--- config.mk ---
export PLATFORM = sky130hd
export DESIGN_NAME = eth_dest_filter
export DESIGN_NICKNAME = d
export VERILOG_FILES = /design/src/rtl/edf_pkg.sv /design/src/rtl/edf_crc_engine.sv /design/src/rtl/edf_addr_track.sv /design/src/rtl/edf_verdict.sv /design/src/rtl/eth_dest_filter.sv
export SDC_FILE = /design/constraint.sdc
export NUM_CORES = 1
export LEC_CHECK = 0
export ABC_AREA = 1
export BUFFER_PORTS_ARGS = -buffer_cell sky130_fd_sc_hd__buf_2
export CAP_MARGIN = 20
export CORE_MARGIN = 3
export CORE_UTILIZATION = 54
export DETAILED_ROUTE_END_ITERATION = 16
export GPL_TIMING_DRIVEN = 1
export HOLD_SLACK_MARGIN = 0.06
export PLACE_DENSITY = 0.85
export RECOVER_POWER = 25
export SYNTH_ARGS = -nofsm -noshare
export SYNTH_HDL_FRONTEND = slang
export SYNTH_SLANG_ARGS = --single-unit
--- constraint.sdc ---
create_clock -name clk -period 12.34 [get_ports clk]
set_input_delay 3.702 -clock clk [delete_from_list [all_inputs] [get_ports clk]]
set_output_delay 3.702 -clock clk [all_outputs]
set_load 0.05 [all_outputs]
--- src/rtl/edf_pkg.sv ---
package edf_pkg;

   localparam logic [31:0] CRC_POLY = 32'h04C11DB7;
   localparam logic [31:0] CRC_SEED = 32'hFFFF_FFFF;

   typedef enum logic [2:0] {
      RULE_RUNT,
      RULE_PROMISC,
      RULE_BCAST,
      RULE_MCAST_OFF,
      RULE_HASH,
      RULE_UNICAST
   } rule_e;

   function automatic logic [31:0] crc_bit(input logic [31:0] c, input logic d);
      logic fb;
      fb = c[31] ^ d;
      return {c[30:0], 1'b0} ^ (fb ? CRC_POLY : 32'h0);
   endfunction

   function automatic logic [31:0] crc_byte(input logic [31:0] c, input logic [7:0] d);
      logic [31:0] r;
      r = c;
      for (int i = 0; i < 8; i++) begin
         r = crc_bit(r, d[i]);
      end
      return r;
   endfunction

endpackage

--- src/rtl/edf_crc_engine.sv ---
module edf_crc_engine #(
   parameter int IDX_W     = 6,
   parameter bit CRC_CHAIN = 1'b0
) (
   input  logic             clk,
   input  logic             rst_n,
   input  logic             load,
   input  logic             step,
   input  logic [7:0]       data,
   output logic [IDX_W-1:0] hash_idx
);
   import edf_pkg::*;

   logic [31:0] crc_q;
   logic [31:0] crc_in;
   logic [31:0] crc_next;

   assign crc_in = load ? CRC_SEED : crc_q;

   generate
      if (CRC_CHAIN) begin : g_chain
         logic [31:0] stage [0:8];
         assign stage[0] = crc_in;
         for (genvar b = 0; b < 8; b++) begin : g_bit
            assign stage[b+1] = crc_bit(stage[b], data[b]);
         end
         assign crc_next = stage[8];
      end else begin : g_func
         assign crc_next = crc_byte(crc_in, data);
      end
   endgenerate

   always_ff @(posedge clk) begin
      if (!rst_n) begin
         crc_q <= CRC_SEED;
      end else if (load || step) begin
         crc_q <= crc_next;
      end
   end

   assign hash_idx = crc_next[31 -: IDX_W];

   AST_LOAD_SEEDS: assert property (@(posedge clk) disable iff (!rst_n)
      load |=> (crc_q == crc_byte(CRC_SEED, $past(data))));

endmodule

--- src/rtl/edf_addr_track.sv ---
module edf_addr_track #(
   parameter int ADDR_BYTES = 6,
   parameter int CNT_W      = $clog2(ADDR_BYTES + 1)
) (
   input  logic                    clk,
   input  logic                    rst_n,
   input  logic                    byte_start,
   input  logic                    byte_valid,
   input  logic [7:0]              byte_data,
   input  logic [8*ADDR_BYTES-1:0] station_addr,
   output logic                    load,
   output logic                    step,
   output logic                    last,
   output logic                    ones_now,
   output logic                    match_now,
   output logic                    gbit_now
);
   localparam logic [CNT_W-1:0] CNT_DONE = CNT_W'(ADDR_BYTES);
   localparam logic [CNT_W-1:0] CNT_LAST = CNT_W'(ADDR_BYTES - 1);

   logic [CNT_W-1:0] cnt_q;
   logic [CNT_W-1:0] idx;
   logic [7:0]       st_byte;
   logic             take;
   logic             ones_q, match_q, gbit_q;

   assign load = byte_valid && byte_start;
   assign step = byte_valid && !byte_start && (cnt_q != '0) && (cnt_q < CNT_DONE);
   assign take = load || step;
   assign idx  = load ? '0 : cnt_q;
   assign last = take && (idx == CNT_LAST);

   always_comb begin
      st_byte = station_addr[7:0];
      for (int k = 0; k < ADDR_BYTES; k++) begin
         if (idx == CNT_W'(k)) begin
            st_byte = station_addr[8*k +: 8];
         end
      end
   end

   assign ones_now  = (load ? 1'b1 : ones_q)  && (byte_data == 8'hFF);
   assign match_now = (load ? 1'b1 : match_q) && (byte_data == st_byte);
   assign gbit_now  = load ? byte_data[0] : gbit_q;

   always_ff @(posedge clk) begin
      if (!rst_n) begin
         cnt_q   <= '0;
         ones_q  <= 1'b0;
         match_q <= 1'b0;
         gbit_q  <= 1'b0;
      end else if (take) begin
         cnt_q   <= idx + CNT_W'(1);
         ones_q  <= ones_now;
         match_q <= match_now;
         gbit_q  <= gbit_now;
      end
   end

   AST_CNT_BOUND: assert property (@(posedge clk) disable iff (!rst_n)
      cnt_q <= CNT_DONE);
   AST_START_RESTART: assert property (@(posedge clk) disable iff (!rst_n)
      (byte_valid && byte_start) |=> (cnt_q == CNT_W'(1)));
   AST_DONE_HOLDS: assert property (@(posedge clk) disable iff (!rst_n)
      ((cnt_q == CNT_DONE) && !(byte_valid && byte_start)) |=> (cnt_q == CNT_DONE));

endmodule

--- src/rtl/edf_verdict.sv ---
module edf_verdict #(
   parameter int HASH_BITS = 64,
   parameter int IDX_W     = $clog2(HASH_BITS),
   parameter int LEN_W     = 16,
   parameter int RUNT_LEN  = 40
) (
   input  logic                 clk,
   input  logic                 rst_n,
   input  logic                 last,
   input  logic                 ones_now,
   input  logic                 match_now,
   input  logic                 gbit_now,
   input  logic [IDX_W-1:0]     hash_idx,
   input  logic [HASH_BITS-1:0] hash_table,
   input  logic [LEN_W-1:0]     frame_len,
   input  logic                 cfg_promisc,
   input  logic                 cfg_bcast_en,
   input  logic                 cfg_mcast_en,
   input  logic                 cfg_runt_ok,
   output logic                 verdict_valid,
   output logic                 verdict_accept,
   output logic                 verdict_mcast
);
   import edf_pkg::*;

   rule_e rule;
   logic  keep;

   always_comb begin
      if ((frame_len < LEN_W'(RUNT_LEN)) && !cfg_runt_ok) begin
         rule = RULE_RUNT;
      end else if (cfg_promisc) begin
         rule = RULE_PROMISC;
      end else if (ones_now) begin
         rule = RULE_BCAST;
      end else if (gbit_now && !cfg_mcast_en) begin
         rule = RULE_MCAST_OFF;
      end else if (gbit_now) begin
         rule = RULE_HASH;
      end else begin
         rule = RULE_UNICAST;
      end
   end

   always_comb begin
      unique case (rule)
         RULE_RUNT:      keep = 1'b0;
         RULE_PROMISC:   keep = 1'b1;
         RULE_BCAST:     keep = cfg_bcast_en;
         RULE_MCAST_OFF: keep = 1'b0;
         RULE_HASH:      keep = hash_table[hash_idx];
         RULE_UNICAST:   keep = match_now;
         default:        keep = 1'b0;
      endcase
   end

   always_ff @(posedge clk) begin
      if (!rst_n) begin
         verdict_valid  <= 1'b0;
         verdict_accept <= 1'b0;
         verdict_mcast  <= 1'b0;
      end else begin
         verdict_valid <= last;
         if (last) begin
            verdict_accept <= keep;
            verdict_mcast  <= gbit_now;
         end else begin
            verdict_accept <= 1'b0;
            verdict_mcast  <= 1'b0;
         end
      end
   end

   AST_RUNT_DROP: assert property (@(posedge clk) disable iff (!rst_n)
      (last && (frame_len < LEN_W'(RUNT_LEN)) && !cfg_runt_ok) |=> (verdict_valid && !verdict_accept));
   AST_PROMISC_KEEP: assert property (@(posedge clk) disable iff (!rst_n)
      (last && cfg_promisc && (cfg_runt_ok || (frame_len >= LEN_W'(RUNT_LEN)))) |=> verdict_accept);
   AST_BCAST_GATE: assert property (@(posedge clk) disable iff (!rst_n)
      (last && !cfg_promisc && ones_now && !cfg_bcast_en) |=> !verdict_accept);
   AST_MCAST_GATE: assert property (@(posedge clk) disable iff (!rst_n)
      (last && !cfg_promisc && !ones_now && gbit_now && !cfg_mcast_en) |=> !verdict_accept);
   AST_ACCEPT_QUAL: assert property (@(posedge clk) disable iff (!rst_n)
      verdict_accept |-> verdict_valid);

endmodule

--- src/rtl/eth_dest_filter.sv ---
module eth_dest_filter #(
   parameter int ADDR_BYTES = 6,
   parameter int HASH_BITS  = 64,
   parameter int LEN_W      = 16,
   parameter int RUNT_LEN   = 40,
   parameter bit CRC_CHAIN  = 1'b0
) (
   input  logic                    clk,
   input  logic                    rst_n,
   input  logic                    byte_start,
   input  logic                    byte_valid,
   input  logic [7:0]              byte_data,
   input  logic [LEN_W-1:0]        frame_len,
   input  logic                    cfg_promisc,
   input  logic                    cfg_bcast_en,
   input  logic                    cfg_mcast_en,
   input  logic                    cfg_runt_ok,
   input  logic [8*ADDR_BYTES-1:0] station_addr,
   input  logic [HASH_BITS-1:0]    hash_table,
   output logic                    verdict_valid,
   output logic                    verdict_accept,
   output logic                    verdict_mcast
);
   localparam int IDX_W = $clog2(HASH_BITS);
   localparam int CNT_W = $clog2(ADDR_BYTES + 1);

   generate
      if (ADDR_BYTES < 2) begin : g_bad_len
         $error("ADDR_BYTES must be at least 2");
      end
      if ((HASH_BITS < 2) || (IDX_W > 32) || ((HASH_BITS & (HASH_BITS - 1)) != 0)) begin : g_bad_hash
         $error("HASH_BITS must be a power of two between 2 and 2**32");
      end
      if (RUNT_LEN >= (2 ** LEN_W)) begin : g_bad_runt
         $error("RUNT_LEN does not fit in LEN_W bits");
      end
   endgenerate

   logic             load, step, last;
   logic             ones_now, match_now, gbit_now;
   logic [IDX_W-1:0] hash_idx;

   edf_addr_track #(
      .ADDR_BYTES (ADDR_BYTES),
      .CNT_W      (CNT_W)
   ) track_i (
      .clk          (clk),
      .rst_n        (rst_n),
      .byte_start   (byte_start),
      .byte_valid   (byte_valid),
      .byte_data    (byte_data),
      .station_addr (station_addr),
      .load         (load),
      .step         (step),
      .last         (last),
      .ones_now     (ones_now),
      .match_now    (match_now),
      .gbit_now     (gbit_now)
   );

   edf_crc_engine #(
      .IDX_W     (IDX_W),
      .CRC_CHAIN (CRC_CHAIN)
   ) crc_i (
      .clk      (clk),
      .rst_n    (rst_n),
      .load     (load),
      .step     (step),
      .data     (byte_data),
      .hash_idx (hash_idx)
   );

   edf_verdict #(
      .HASH_BITS (HASH_BITS),
      .IDX_W     (IDX_W),
      .LEN_W     (LEN_W),
      .RUNT_LEN  (RUNT_LEN)
   ) verdict_i (
      .clk            (clk),
      .rst_n          (rst_n),
      .last           (last),
      .ones_now       (ones_now),
      .match_now      (match_now),
      .gbit_now       (gbit_now),
      .hash_idx       (hash_idx),
      .hash_table     (hash_table),
      .frame_len      (frame_len),
      .cfg_promisc    (cfg_promisc),
      .cfg_bcast_en   (cfg_bcast_en),
      .cfg_mcast_en   (cfg_mcast_en),
      .cfg_runt_ok    (cfg_runt_ok),
      .verdict_valid  (verdict_valid),
      .verdict_accept (verdict_accept),
      .verdict_mcast  (verdict_mcast)
   );

   AST_LAST_TO_VALID: assert property (@(posedge clk) disable iff (!rst_n)
      last |=> verdict_valid);
   AST_SINGLE_PULSE: assert property (@(posedge clk) disable iff (!rst_n)
      verdict_valid |=> !verdict_valid);

endmodule

# ---- Word level (Yosys, flattened, before mapping)
# Index checks and enable logic that the tools add are counted.
dict set report totals {
  ff_bits 41
  in_bits 144
  out_inout_bits 3
  elab_cells 80
}
dict set report classes {
  addsub 1
  order_cmp 3
  n_eq_ne 11
  mux 26
  n_bitwise 16
  reduce_logical 15
}
# op count
set ops {}
lappend ops {{32-bit XOR} 8}
lappend ops {{27-bit two-way mux} 8}
lappend ops {{8-bit two-way mux} 5}
lappend ops {{32-bit two-way mux} 1}
lappend ops {{16-bit by 6-bit less-than comparator with 1-bit output (second input constant)} 1}
lappend ops {{3-bit two-way mux} 5}
lappend ops {{3-bit == test (second input constant)} 4}
lappend ops {{3-bit by 2-bit == test with 1-bit output (second input constant)} 3}
lappend ops {{1-bit logical AND} 9}
lappend ops {{8-bit == test} 1}
lappend ops {{8-bit == test (second input constant)} 1}
lappend ops {{1-bit XOR} 8}
lappend ops {{6-bit by 7-bit less-than comparator with 1-bit output (second input constant)} 1}
lappend ops {{1-bit binary-select mux with 6-bit select} 1}
lappend ops {{3-bit by 1-bit == test with 1-bit output (second input constant)} 2}
lappend ops {{1-bit two-way mux} 5}
lappend ops {{1-bit one-hot mux with 4 select lines} 1}
lappend ops {{3-bit by 1-bit adder with 3-bit output (second input constant)} 1}
lappend ops {{1-bit logical NOT} 3}
lappend ops {{3-bit less-than comparator (second input constant)} 1}
lappend ops {{3-bit nonzero test} 1}
lappend ops {{2-bit AND reduction} 1}
lappend ops {{1-bit logical OR} 1}

# ---- Longest topological paths before layout
# Gate-level depths: netlist of run 1.
dict set report depth {
  depth_word 29
  ltp_mapped 24
  mapped_depth_nobuf 21
}

# ---- Hierarchy
# From an unflattened synthesis of run 1, not the netlist that was laid out.
dict set report unflattened {
  cells_unflattened 800
  area_unflattened_um2 4498.1
}
# mod n_inst cells_each area_each_um2 seq_area_each_um2
set by_module_without_submodules {}
lappend by_module_without_submodules {edf_crc_engine 1 378 2427.3 640.6}
lappend by_module_without_submodules {edf_addr_track 1 240 1184.9 120.1}
lappend by_module_without_submodules {edf_verdict 1 182 885.8 60.1}

# ---- Worst setup path before layout of run 1
# Ideal clock, no wire load.
dict set report synth_path {
  path_type {input-to-reg}
  from {in byte_valid}
  to {reg verdict_i.verdict_accept}
  setup_time_ps 66
  arrival_time_ps 6453
  t_required_ps 12274
  setup_slack_ps 5821
  stages 24
  n_path_buf 4
  path_cell_list {nand2_2 > inv_2 > clkbuf_1 > buf_1 > buf_2 > nor2_1 > inv_1 > ha_1 > clkbuf_1 > nand2_1 > nand2_1 > nand2_1 > nor2_1 > o21ai_0 > nand2_1 > nand3_1 > o21ai_0 > xor2_1 > nand2_1 > nor2_1 > nand3_1 > nand2_1 > inv_1 > a21oi_2}
}
dict set report synth_between {
  elab_chain_len 17
  word_cells_on_any_way 62
  classes_between {eq/ne: 10; mux: 26; bitwise: 16; reduce/logical: 10}
}
# item line
set synth_rtl {}
lappend synth_rtl {{start, declared} eth_dest_filter.sv:11} ;# input logic byte_valid,
lappend synth_rtl {{1-bit logical AND} edf_addr_track.sv:27} ;# assign load = byte_valid && byte_start;
lappend synth_rtl {{32-bit two-way mux} edf_crc_engine.sv:18} ;# assign crc_in = load ? CRC_SEED : crc_q;
lappend synth_rtl {{32-bit XOR or 1-bit XOR (tied branches)} {edf_pkg.sv:18, edf_pkg.sv:17}}
lappend synth_rtl {{1-bit XOR or 27-bit two-way mux (tied branches)} {edf_pkg.sv:17, edf_pkg.sv:18}}
lappend synth_rtl {{27-bit two-way mux or 32-bit XOR (tied branches)} edf_pkg.sv:18} ;# return {c[30:0], 1'b0} ^ (fb ? CRC_POLY : 32'h0);
lappend synth_rtl {{32-bit XOR (5 in series)} edf_pkg.sv:18}
lappend synth_rtl {{32-bit XOR or 1-bit XOR (tied branches)} {edf_pkg.sv:18, edf_pkg.sv:17}}
lappend synth_rtl {{1-bit XOR or 27-bit two-way mux (tied branches)} {edf_pkg.sv:17, edf_pkg.sv:18}}
lappend synth_rtl {{27-bit two-way mux or 32-bit XOR (tied branches)} edf_pkg.sv:18}
lappend synth_rtl {{32-bit XOR} edf_pkg.sv:18}
lappend synth_rtl {{1-bit binary-select mux with 6-bit select} edf_verdict.sv:51} ;# RULE_HASH: keep = hash_table[hash_idx];
lappend synth_rtl {{1-bit two-way mux (not written as such)} edf_verdict.sv:51}
lappend synth_rtl {{1-bit one-hot mux with 4 select lines} edf_verdict.sv:46} ;# unique case (rule)
lappend synth_rtl {{end signal, assigned} edf_verdict.sv:65} ;# verdict_accept <= keep;
lappend synth_rtl {{end, declared} edf_verdict.sv:21} ;# output logic verdict_accept,
# Several ways; a longest one is shown, not always the timed one. The select of a mux whose other input is x is not followed.
# A chain may end at the register's enable or synchronous reset.

# ---- Worst setup path in the final report of run 1
dict set report layout_path {
  from {in byte_valid}
  to {reg crc_i.crc_q[25]}
}
dict set report layout_between {
  elab_chain_len 12
  word_cells_on_any_way 18
  classes_between {mux: 3; bitwise: 10; reduce/logical: 5}
}
# item line
set layout_rtl {}
lappend layout_rtl {{1-bit logical AND} edf_addr_track.sv:27}
lappend layout_rtl {{32-bit two-way mux} edf_crc_engine.sv:18}
lappend layout_rtl {{32-bit XOR (4 in series)} edf_pkg.sv:18}
lappend layout_rtl {{1-bit XOR or 32-bit XOR (tied branches)} {edf_pkg.sv:17, edf_pkg.sv:18}}
lappend layout_rtl {{27-bit two-way mux or 1-bit XOR (tied branches)} {edf_pkg.sv:18, edf_pkg.sv:17}}
lappend layout_rtl {{32-bit XOR or 27-bit two-way mux (tied branches)} edf_pkg.sv:18}
lappend layout_rtl {{32-bit XOR (3 in series)} edf_pkg.sv:18}
lappend layout_rtl {{end signal, assigned} edf_crc_engine.sv:37} ;# crc_q <= crc_next;
lappend layout_rtl {{end, declared} edf_crc_engine.sv:14} ;# logic [31:0] crc_q;
# Several ways; a longest one is shown, not always the timed one.

==> reports/metrics.yaml, run 1 <==
status: "complete, but fails checks"
violations: "capacitance limit, slew limit"
hp-start: "crc_i.crc_q[4]"
ys_seq_area_share_pct: 19.0
synth_warnings: 0
fin_nets: 960
reg2reg_depth: 7
tns_ps: 0
layout_common_cells: "nand2_1, buf_2, nand3_1"
area_growth_pct: 18.2
arrival_ps: 8200
drc: 0
hold_depth: 2
clockBufferDepth: 2
start_kind: "primary input"
fp.dieW_um: 95.5
drt_iter0_drc: 258
setup_ws_ps: 4290
fill_cells: 684
cts.htree.levels: 2
p_leak_uw: 0.00269
cp_data_required_time_ps: 12490
postCtsSetupBuffers: 0
cts_hold_buf: 0
synth_seq_cells: 41
coreArea_um2: 7770
final_antenna_net_count: 0
first_pass_iters: 6
syn_area_per_cell_um2: 6.28
seq_area_um2: 821
maxCapViolCount: 1
num_rows: 32
fin_crit_sh_pct: 65.2
postCtsResizedCells: 0
root_buffer: "clkbuf_8"
ir_drop_mv: 0.0598
cts_sinks: 41
fmax_mhz: 124
setup_viol: 0
grt_max_degree: 39
multi_input_area_um2: 2980
end_kind: "flop"
grt_overflow: 0
routabilityCongestion: 0.903
slew_headroom_pct: -6.23
r2r-start: "track_i.cnt_q[1]"
reg2reg_slack_ps: 8910
path_class: "in -> reg"
start_util_pct: 55.7
layout-drive-gt1-share_pct: 25.1
power.total_uw: 712
syn-num-nets: 838
placed_area_um2: 5010
skew_ps: 10.9
synth_cell_type_count: 43
powerDensity_nw_per_um2: 139
final_hold_viol_count: 0
dp_slack_ps: 5190
cts_tree: "built"
diodes: 0
vias: 5009
final_common_cell: "nand2_1"
worst_pin_slew_ps: 1590
fp.dieH_um: 95.5
grt_antenna_before_repair: 0
synth_area_um2: 4330
dp_hpwl_um: 9510
fin_crit_ps: 8050
die_area_um2: 9130
timing.rr.end: "crc_i.crc_q[25]"
crit_path_max_fanout: 38
drt_wl_total_um: 12600
synthCells: 689
io-pin-count: 147
via_per_inst: 5.48
grt_pass1_wl_um: 19900
clk_pin_slew_worst_paths_ps: 70
rsz0062_at_grt: "no"
grt_pass1_vias: 4467
hold_end: "crc_i.crc_q[4]"
track_usage_pct: 27.0
clk_latency_ps: 300
stdcell_area_um2: 5110
port_buffers: 143
numCtsBuffers: 5
worstHoldPathType: "reg -> reg"
finalMaxSlewViolations: 39
wl_per_cell_um: 13.7
[through the flow]
step           cells  util, %  hold WS [ps]
3_3_place_gp     906     64.5           452
3_5_place_dp     906     64.5           456
6_report         914     65.8           473
5_1_grt          914     65.8           494
2_1_floorplan    689        -           441
4_1_cts          914     66.0           477
[synthesized netlist by cell type, drive strengths merged]
cell | instances | area [µm²]
ha | 5 | 62.6
inv | 93 | 352
or2 | 11 | 68.8
o211ai | 15 | 113
o21ai | 35 | 175
nand2 | 181 | 837
o311ai | 1 | 8.76
a21oi | 33 | 169
nand4 | 2 | 12.5
and2 | 1 | 6.26
buf | 18 | 131
clkbuf | 11 | 41.3
o221ai | 2 | 17.5
o211a | 1 | 10.0
xor2 | 32 | 314
o31ai | 1 | 7.51
nand3b | 23 | 173
clkinv | 1 | 3.75
xnor2 | 16 | 148
a32oi | 1 | 8.76
nand3 | 114 | 623
nor2 | 36 | 143
dfxtp | 41 | 821
nor4 | 6 | 37.5
nor3 | 9 | 45.0
[critical path: stages]
cell	delay [ps]
clkbuf_1	90
nand2_1	760
inv_1	790
nor2_2	250
clkbuf_1	1160
inv_1	920
nand3_1	370
o211ai_1	120
[area by class of cell]
type	instances	share of cell area, %
Sequential cell	41	16.1
Tap cell	102	2.50
Timing Repair Buffer	144	14.0
Inverter	94	6.95
Multi-Input combinational cell	525	58.3
Clock buffer	7	1.69
Clock inverter	1	0.587
[registers in the layout, indices dropped and copies added (netlist names)]
register                  count
crc_i.crc_q                  32
track_i.cnt_q                 3
track_i.gbit_q                1
track_i.match_q               1
track_i.ones_q                1
verdict_i.verdict_accept      1
verdict_i.verdict_mcast       1
verdict_i.verdict_valid       1
[where the power goes]
part,switching [µW],total [µW],leakage [µW],internal (µW)
Sequential,11.0,167,0.000339,156
Combinational,274,432,0.00229,158
Clock,47.6,114,0.0000585,66.0
Total,333,712,0.00269,380
[routing by layer]
layer	GRT usage, %	wire, µm	share of wire, %	up-vias
met1	32.6	5280	42	2289
met5	0	0	0	-
met2	47.9	6120	49	207
li1	-	-	-	2476
met3	3.79	837	6.7	37
met4	10.7	316	2.5	0
[cell families (layout without fill, tap and decap cells)]
| logic type | count (synthesis) | in the layout | share of synthesized area, % |
|---|---|---|---|
| xor+xnor | 48 | 48 | 10.7 |
| flops | 41 | 41 | 19.0 |
| compound gates | 89 | 89 | 11.8 |
| fa+ha+maj | 5 | 5 | 1.45 |
| buf+inv | 123 | 246 | 12.2 |
| simple gates | 383 | 383 | 45.0 |
[worst max-delay path by stage]
stage / startpoint / to / slack (ps) / cells after the start
after floorplan: byte_valid / verdict_i.verdict_accept / 5820 / 24
after global placement: byte_valid / verdict_i.verdict_accept / 5290 / 19
after detailed placement: byte_valid / verdict_i.verdict_accept / 5190 / 15
after CTS: byte_valid / verdict_i.verdict_accept / 5440 / 15
after global routing: byte_valid / crc_i.crc_q[25] / 3960 / 8
final: byte_valid / crc_i.crc_q[25] / 4290 / 8
Power figures use the tool's default switching activity.
==> run 2, diff against run 1 <==
- ABC_AREA: 1 -> 0
- CORE_UTILIZATION: 54 -> 46
- PLACE_DENSITY: 0.85 -> 0.78
- clock period: 12.34 -> 6.7 ns (I/O delays scaled with it)
==> run 2 against run 1 <==
Compared with the run above: the flow still finishes with violations (capacitance limit, slew limit); setup slack lost 2800 ps; area after synthesis shrank 5.1%; register-to-register slack lost 5700 ps; critical path type unchanged; highest routed layer unchanged.
==> reports/metrics.yaml, run 2 <==
synth_top_area_cell: "dfxtp_1"
skew_ps: 10.3  # -0.629 ps
port_buffers: 143  # unchanged
hp-start: "crc_i.crc_q[2]"
grt_pass1_vias: 3974  # -11%
violations: "capacitance limit, slew limit"
diodes: 0  # unchanged
grt_antenna_before_repair: 0  # unchanged
clockBufferDepth: 2  # unchanged
synth_warnings: 0  # unchanged
timing.rr.end: "verdict_i.verdict_accept"
tns_ps: 0  # unchanged
slowest_delay_ps: 460  # -700 ps
cpMostUsedCell: "o31ai_1"
clk_pin_slew_worst_paths_ps: 80  # about the same
postCtsResizedCells: 0  # unchanged
setup_viol: 0  # unchanged
cts_hold_buf: 0  # unchanged
fmax_mhz: 193
path_class: "in -> reg"
vias: 4233  # -15%
syn_area_per_cell_um2: 7.84  # +25%
status: "complete, but fails checks"
seq_area_um2: 821  # unchanged
drt_iter0_drc: 252  # -2.3%
fin_crit_ps: 5180
multi_input_area_um2: 3050  # +2.3%
synthArstFlopShare_pct: 0  # unchanged
drc: 0  # unchanged
maxCapViolCount: 2  # +1
hold_depth: 2  # unchanged
grt_overflow: 0  # unchanged
start_kind: "primary input"
io-pin-count: 147  # unchanged
worst_pin_slew_ps: 1730  # +140 ps
dp_hpwl_um: 9060  # -4.7%
synth_seq_cells: 41  # unchanged
numCtsBuffers: 5  # unchanged
cts.htree.levels: 2  # unchanged
crit_path_max_fanout: 21  # -45%
worstHoldPathType: "reg -> reg"
drt_wl_total_um: 12000  # -4.6%
wl_met3_um: 948  # +13%
wl_per_cell_um: 16.0  # +16%
cp_data_required_time_ps: 6920  # -5570 ps
clk_latency_ps: 300  # about the same
top_layer: "met4"
synth_top_area_share_pct: 20.0  # +1.0 points
rsz0062_at_grt: "no"
postCtsSetupBuffers: 0  # unchanged
routabilityCongestion: 0.843  # -6.6%
final_hold_viol_count: 0  # unchanged
first_pass_iters: 5  # -1
fp.dieH_um: 100  # +5.2%
ys_seq_area_share_pct: 20.0  # +1.0 points
p_leak_uw: 0.00216  # -20%
crit_family: "simple AND/OR/NAND/NOR gates"
finalMaxSlewViolations: 80  # +110%
finalHoldWorstSlack_ps: 498  # +24.3 ps
layout-drive-gt1-share_pct: 27.2  # +2.1 points
slew_headroom_pct: -15.5  # -9.3 points
arrival_ps: 5400  # -2800 ps
top_regs: "crc_i.crc_q: 32 flops, track_i.cnt_q: 3 flops"
grt_max_degree: 40  # +2.6%
root_buffer: "clkbuf_8"
synth_cell_type_count: 62  # +44%
crit_slowest_cell: "or2_2"
worstPathCellList: "clkbuf_1, nand2_1, and2_1, ha_1, or2_2, a211oi_1, o31ai_1, xor2_1, nand4_1, nor4_1, and4_1, o21ai_0, o31ai_1"
final_antenna_net_count: 0  # unchanged
syn-num-nets: 673  # -20%
die_area_um2: 10100  # +11%
fill_cells: 796  # +16%
synthFlopType: "dfxtp_1"
synthCells: 524  # -24%
cts_sinks: 41  # unchanged
cts_tree: "built"
largest_reg_flops: 32  # unchanged
area_growth_pct: 20.2
fp.dieW_um: 100  # +5.2%
via_per_inst: 5.65  # +3.1%
synth_edf_count: 0  # unchanged
end_kind: "flop"
num_rows: 33  # +3.1%
ir_drop_mv: 0.187  # +210%
reg2reg_slack_ps: 3230  # -5680 ps
final_common_cell: "buf_2"
met2_length_um: 6040  # -1.5%
powerDensity_nw_per_um2: 313  # +120%
critPathBufInv: 1  # -3
wl_met1_um: 4850  # -8.1%
coreArea_um2: 8420  # +8.4%
layout_common_cells: "buf_2, xnor2_1, nor2_1"
synthTopCellsByCount: "xnor2_1, nor2_1, nand2_1, dfxtp_1, xor2_1"
fin_nets: 792  # -18%
grt_pass1_wl_um: 18900  # -5.4%
track_usage_pct: 22.8  # -4.2 points
hold_end: "crc_i.crc_q[2]"
yosysMostFrequentCell: "xnor2_1"
largest-register: "crc_i.crc_q"
start_util_pct: 48.8  # -7.0 points
synth_area_leaders: "dfxtp_1, xnor2_1, xor2_1"
reg2reg_depth: 13  # +6
fin_crit_sh_pct: 77.4
synth_area_um2: 4110  # -5.1%
r2r-start: "track_i.cnt_q[2]"
## run 2: cell count changes after synthesis, moves of 14 or more
cell | previous run | this run
nand2_1 | 153 | 56
nand3_1 | 108 | 6
nand3b_1 | 23 | 6
nor2_1 | 35 | 60
xnor2_1 | 15 | 66
nand2_2 | 14 | 0
inv_1 | 83 | 16
mux2i_1 | 0 | 22
## run 2: logic make-up after synthesis
logic type | share of synthesized area [%]
compound gates | 20.6
xor+xnor | 23.4
fa+ha+maj | 1.52
buf+inv | 5.85
flops | 20.0
mux | 9.84
simple gates | 18.8
## run 2: worst max path at each step
stage	start	cells past startpoint	slack (ps)	to
global placement	byte_valid	13	1480	verdict_i.verdict_accept
CTS	byte_valid	13	1690	verdict_i.verdict_accept
detailed placement	byte_valid	13	1400	verdict_i.verdict_accept
floorplan	byte_valid	13	2200	verdict_i.verdict_accept
finish	byte_valid	13	1520	verdict_i.verdict_accept
global route	byte_valid	13	1280	verdict_i.verdict_accept
## run 2: area by class of cell
| class | count | area share [%] |
|---|---|---|
| sequential | 41 | 16.6 |
| multi-input combinational | 428 | 61.7 |
| timing repair buffer | 151 | 15.5 |
| inverter | 16 | 1.22 |
| clock inverter | 2 | 0.786 |
| clock buffer | 6 | 1.47 |
| tap | 105 | 2.66 |
## run 2: tightest hold or removal path, cell delays in order (launching register included)
cell      delay, ps
dfxtp_1         340
nand2_1          50
o211ai_1         80
## run 2: power breakdown
group,total [µW],switching [µW],internal (µW),leakage [µW]
combinational,1000,525,477,0.00177
clock,203,91.0,112,0.0000554
sequential,341,45.7,296,0.000338
## run 2: per-layer routing
layer / global-route usage (%) / vias up
li1: - / 2062
met1: 28.8 / 2002
met2: 41.0 / 154
met3: 3.94 / 15
met4: 4.15 / 0
met5: 0 / -
## run 2: per-stage QoR
stage / power, µW / instance area [µm²] / worst slack (ps) / utilization (%) / instances
finish: 1550 / 4940 / 1520 / 58.6 / 749
global route: 1670 / 4940 / 1280 / 58.6 / 749
CTS: 1550 / 4950 / 1690 / 58.7 / 749
detailed placement: 1340 / 4840 / 1400 / 57.4 / 741
global placement: 1310 / 4840 / 1480 / 57.4 / 741
floorplan: 1150 / 4110 / 2200 / - / 524
==> run 3, diff against run 2 <==
- clock period: 6.7 -> 4.5 ns (I/O delays scaled with it)
==> run 3 against run 2 <==
Compared with the run above: the run still ends with capacitance limit, slew limit left; final area is 1.6% higher; register-to-register slack worse by 1800 ps; clock power is 53% higher; utilization is 0.97 points higher; combinational power is 54% higher; count of clock-buffer cells in the layout is 1 lower; largest cell class unchanged.
==> reports/metrics.yaml, run 3 (synthesized netlist as in run 2, its figures left out) <==
startpoint: "byte_valid"
finalHoldWorstSlack_ps: 491  # -6.86 ps
finalMaxSlewViolations: 40  # -50%
netSwitchingPower_uw: 1020  # +54%
top_regs: "crc_i.crc_q: 32 flops, track_i.cnt_q: 3 flops"
drt_iter0_drc: 309  # +23%
cts_tree: "built"
p_leak_uw: 0.00222  # +2.5%
r2r-start: "crc_i.crc_q[31]"
cp_data_required_time_ps: 4730  # -2190 ps
die_area_um2: 10100  # unchanged
pwr-share-seq_pct: 21.6  # -0.5 points
start_util_pct: 48.8  # unchanged
final_hold_viol_count: 0  # unchanged
io-pin-count: 147  # unchanged
powerDensity_nw_per_um2: 470  # +50%
reg2reg_depth: 10  # -3
fmax_mhz: 252
fp.dieH_um: 100  # unchanged
fin_crit_sh_pct: 88.1
drt_wl_total_um: 12300  # +2.4%
grt_pass1_wl_um: 19400  # +2.9%
fin_crit_ps: 3970
reg2reg_slack_ps: 1400  # -1830 ps
ir_drop_mv: 0.361  # +93%
end_kind: "flop"
clockBufferDepth: 2  # unchanged
final_antenna_net_count: 0  # unchanged
layout-drive-gt1-share_pct: 28.5  # +1.3 points
timing.rr.end: "verdict_i.verdict_accept"
coreArea_um2: 8420  # unchanged
num_rows: 33  # unchanged
cts_sinks: 41  # unchanged
diodes: 0  # unchanged
grt_max_degree: 40  # unchanged
final_core_util_pct: 59.6  # +0.97 points
clk_latency_ps: 300  # about the same
area_growth_pct: 22.2
cts.htree.levels: 2  # unchanged
slew_headroom_pct: -8.21  # +7.3 points
crit_path_max_fanout: 17  # -19%
layout_common_cells: "buf_2, xnor2_1, nor2_1"
cp-endpoint: "verdict_i.verdict_accept"
vias: 4303  # +1.7%
routabilityCongestion: 0.886  # +5.2%
postCtsSetupBuffers: 0  # unchanged
grt_overflow: 0  # unchanged
largest_reg_flops: 32  # unchanged
arrival_ps: 4190  # -1210 ps
worstHoldPathType: "reg -> reg"
intPower_uw: 1340  # +52%
fp.dieW_um: 100  # unchanged
grt_antenna_before_repair: 0  # unchanged
port_buffers: 143  # unchanged
skew_ps: 5.87  # -4.44 ps
start_kind: "primary input"
fin_nets: 801  # +1.1%
root_buffer: "clkbuf_8"
violations: "capacitance limit, slew limit"
worst_pin_slew_ps: 1620  # -110 ps
drc: 0  # unchanged
rsz0062_at_grt: "no"
clk_pin_slew_worst_paths_ps: 90  # about the same
grt_pass1_vias: 4105  # +3.3%
tns_ps: 0  # unchanged
p_sw_share_pct: 43.2  # +0.40 points
wl_per_cell_um: 16.2  # +1.2%
first_pass_iters: 5  # unchanged
largest-register: "crc_i.crc_q"
cts_hold_buf: 0  # unchanged
postCtsResizedCells: 0  # unchanged
final_common_cell: "buf_2"
dp_hpwl_um: 9410  # +3.9%
path_class: "in -> reg"
maxCapViolCount: 1  # -1
track_usage_pct: 23.6  # +0.81 points
clockPowerShare_pct: 13.2  # about the same
setup_viol: 0  # unchanged
pwr-share-comb_pct: 65.2  # +0.4 points
status: "complete, but fails checks"
via_per_inst: 5.68  # +0.45%
numCtsBuffers: 5  # unchanged
run 3: cell count changes in the layout (fill, tap and decap cells not counted):
cell        before  now
buf_12           0    1
buf_2          138  139
buf_4            7   16
clkbuf_1         7    4
clkinvlp_4       0    1
xor2_1          27   28
xor2_2           2    1
run 3: routing by layer:
layer	track usage, %	wire (µm)
met3	3.74	1050
met2	41.9	6210
met4	5.70	197
met1	29.9	4800
met5	0	0
run 3: layout make-up:
cell class              count  area, µm²
clock buffers               5       68.8
multi-input cells         428       3040
clock inverters             3       46.3
inverters                  16       60.1
flip-flops and latches     41        821
fillers                   768       3400
well taps                 105        131
repair buffers            160        851
run 3: critical path, stage by stage:
cell and delay, ps:
buf_2 140, nand2_1 100, and2_1 200, inv_1 90
ha_1 500, or2_2 280, a211oi_1 100, o31ai_1 400
xor2_1 190, nand4_1 110, nor4_1 290, and4_1 250
o21ai_0 120, o31ai_1 80
run 3: metrics by stage:
| stage | power [µW] | cell area, µm² | setup WS (ps) | std cells |
|---|---|---|---|---|
| 6_report | 2360 | 5020 | 535 | 758 |
| 3_3_place_gp | 1990 | 4920 | 300 | 750 |
| 4_1_cts | 2350 | 5030 | 555 | 758 |
| 5_1_grt | 2530 | 5020 | 270 | 758 |
| 2_1_floorplan | 1720 | 4110 | 658 | 524 |
| 3_5_place_dp | 2040 | 4920 | 243 | 750 |
run 3: power groups by stage:
| stage | combinational [µW] | clock (µW) | sequential, µW |
|---|---|---|---|
| detailed placement | 1520 | 0 | 519 |
| floorplan | 1230 | 0 | 489 |
| CTS | 1530 | 313 | 510 |
| global route | 1680 | 328 | 522 |
| finish | 1540 | 311 | 511 |
| global placement | 1480 | 0 | 514 |
run 3: how the worst min path moves through the flow:
stage	start	end	depth (start not counted)
final	crc_i.crc_q[3]	crc_i.crc_q[3]	2
after detailed placement	crc_i.crc_q[2]	crc_i.crc_q[2]	2
after global routing	crc_i.crc_q[3]	crc_i.crc_q[3]	2
after floorplan	crc_i.crc_q[2]	crc_i.crc_q[2]	2
after global placement	crc_i.crc_q[2]	crc_i.crc_q[2]	2
after CTS	crc_i.crc_q[3]	crc_i.crc_q[3]	2
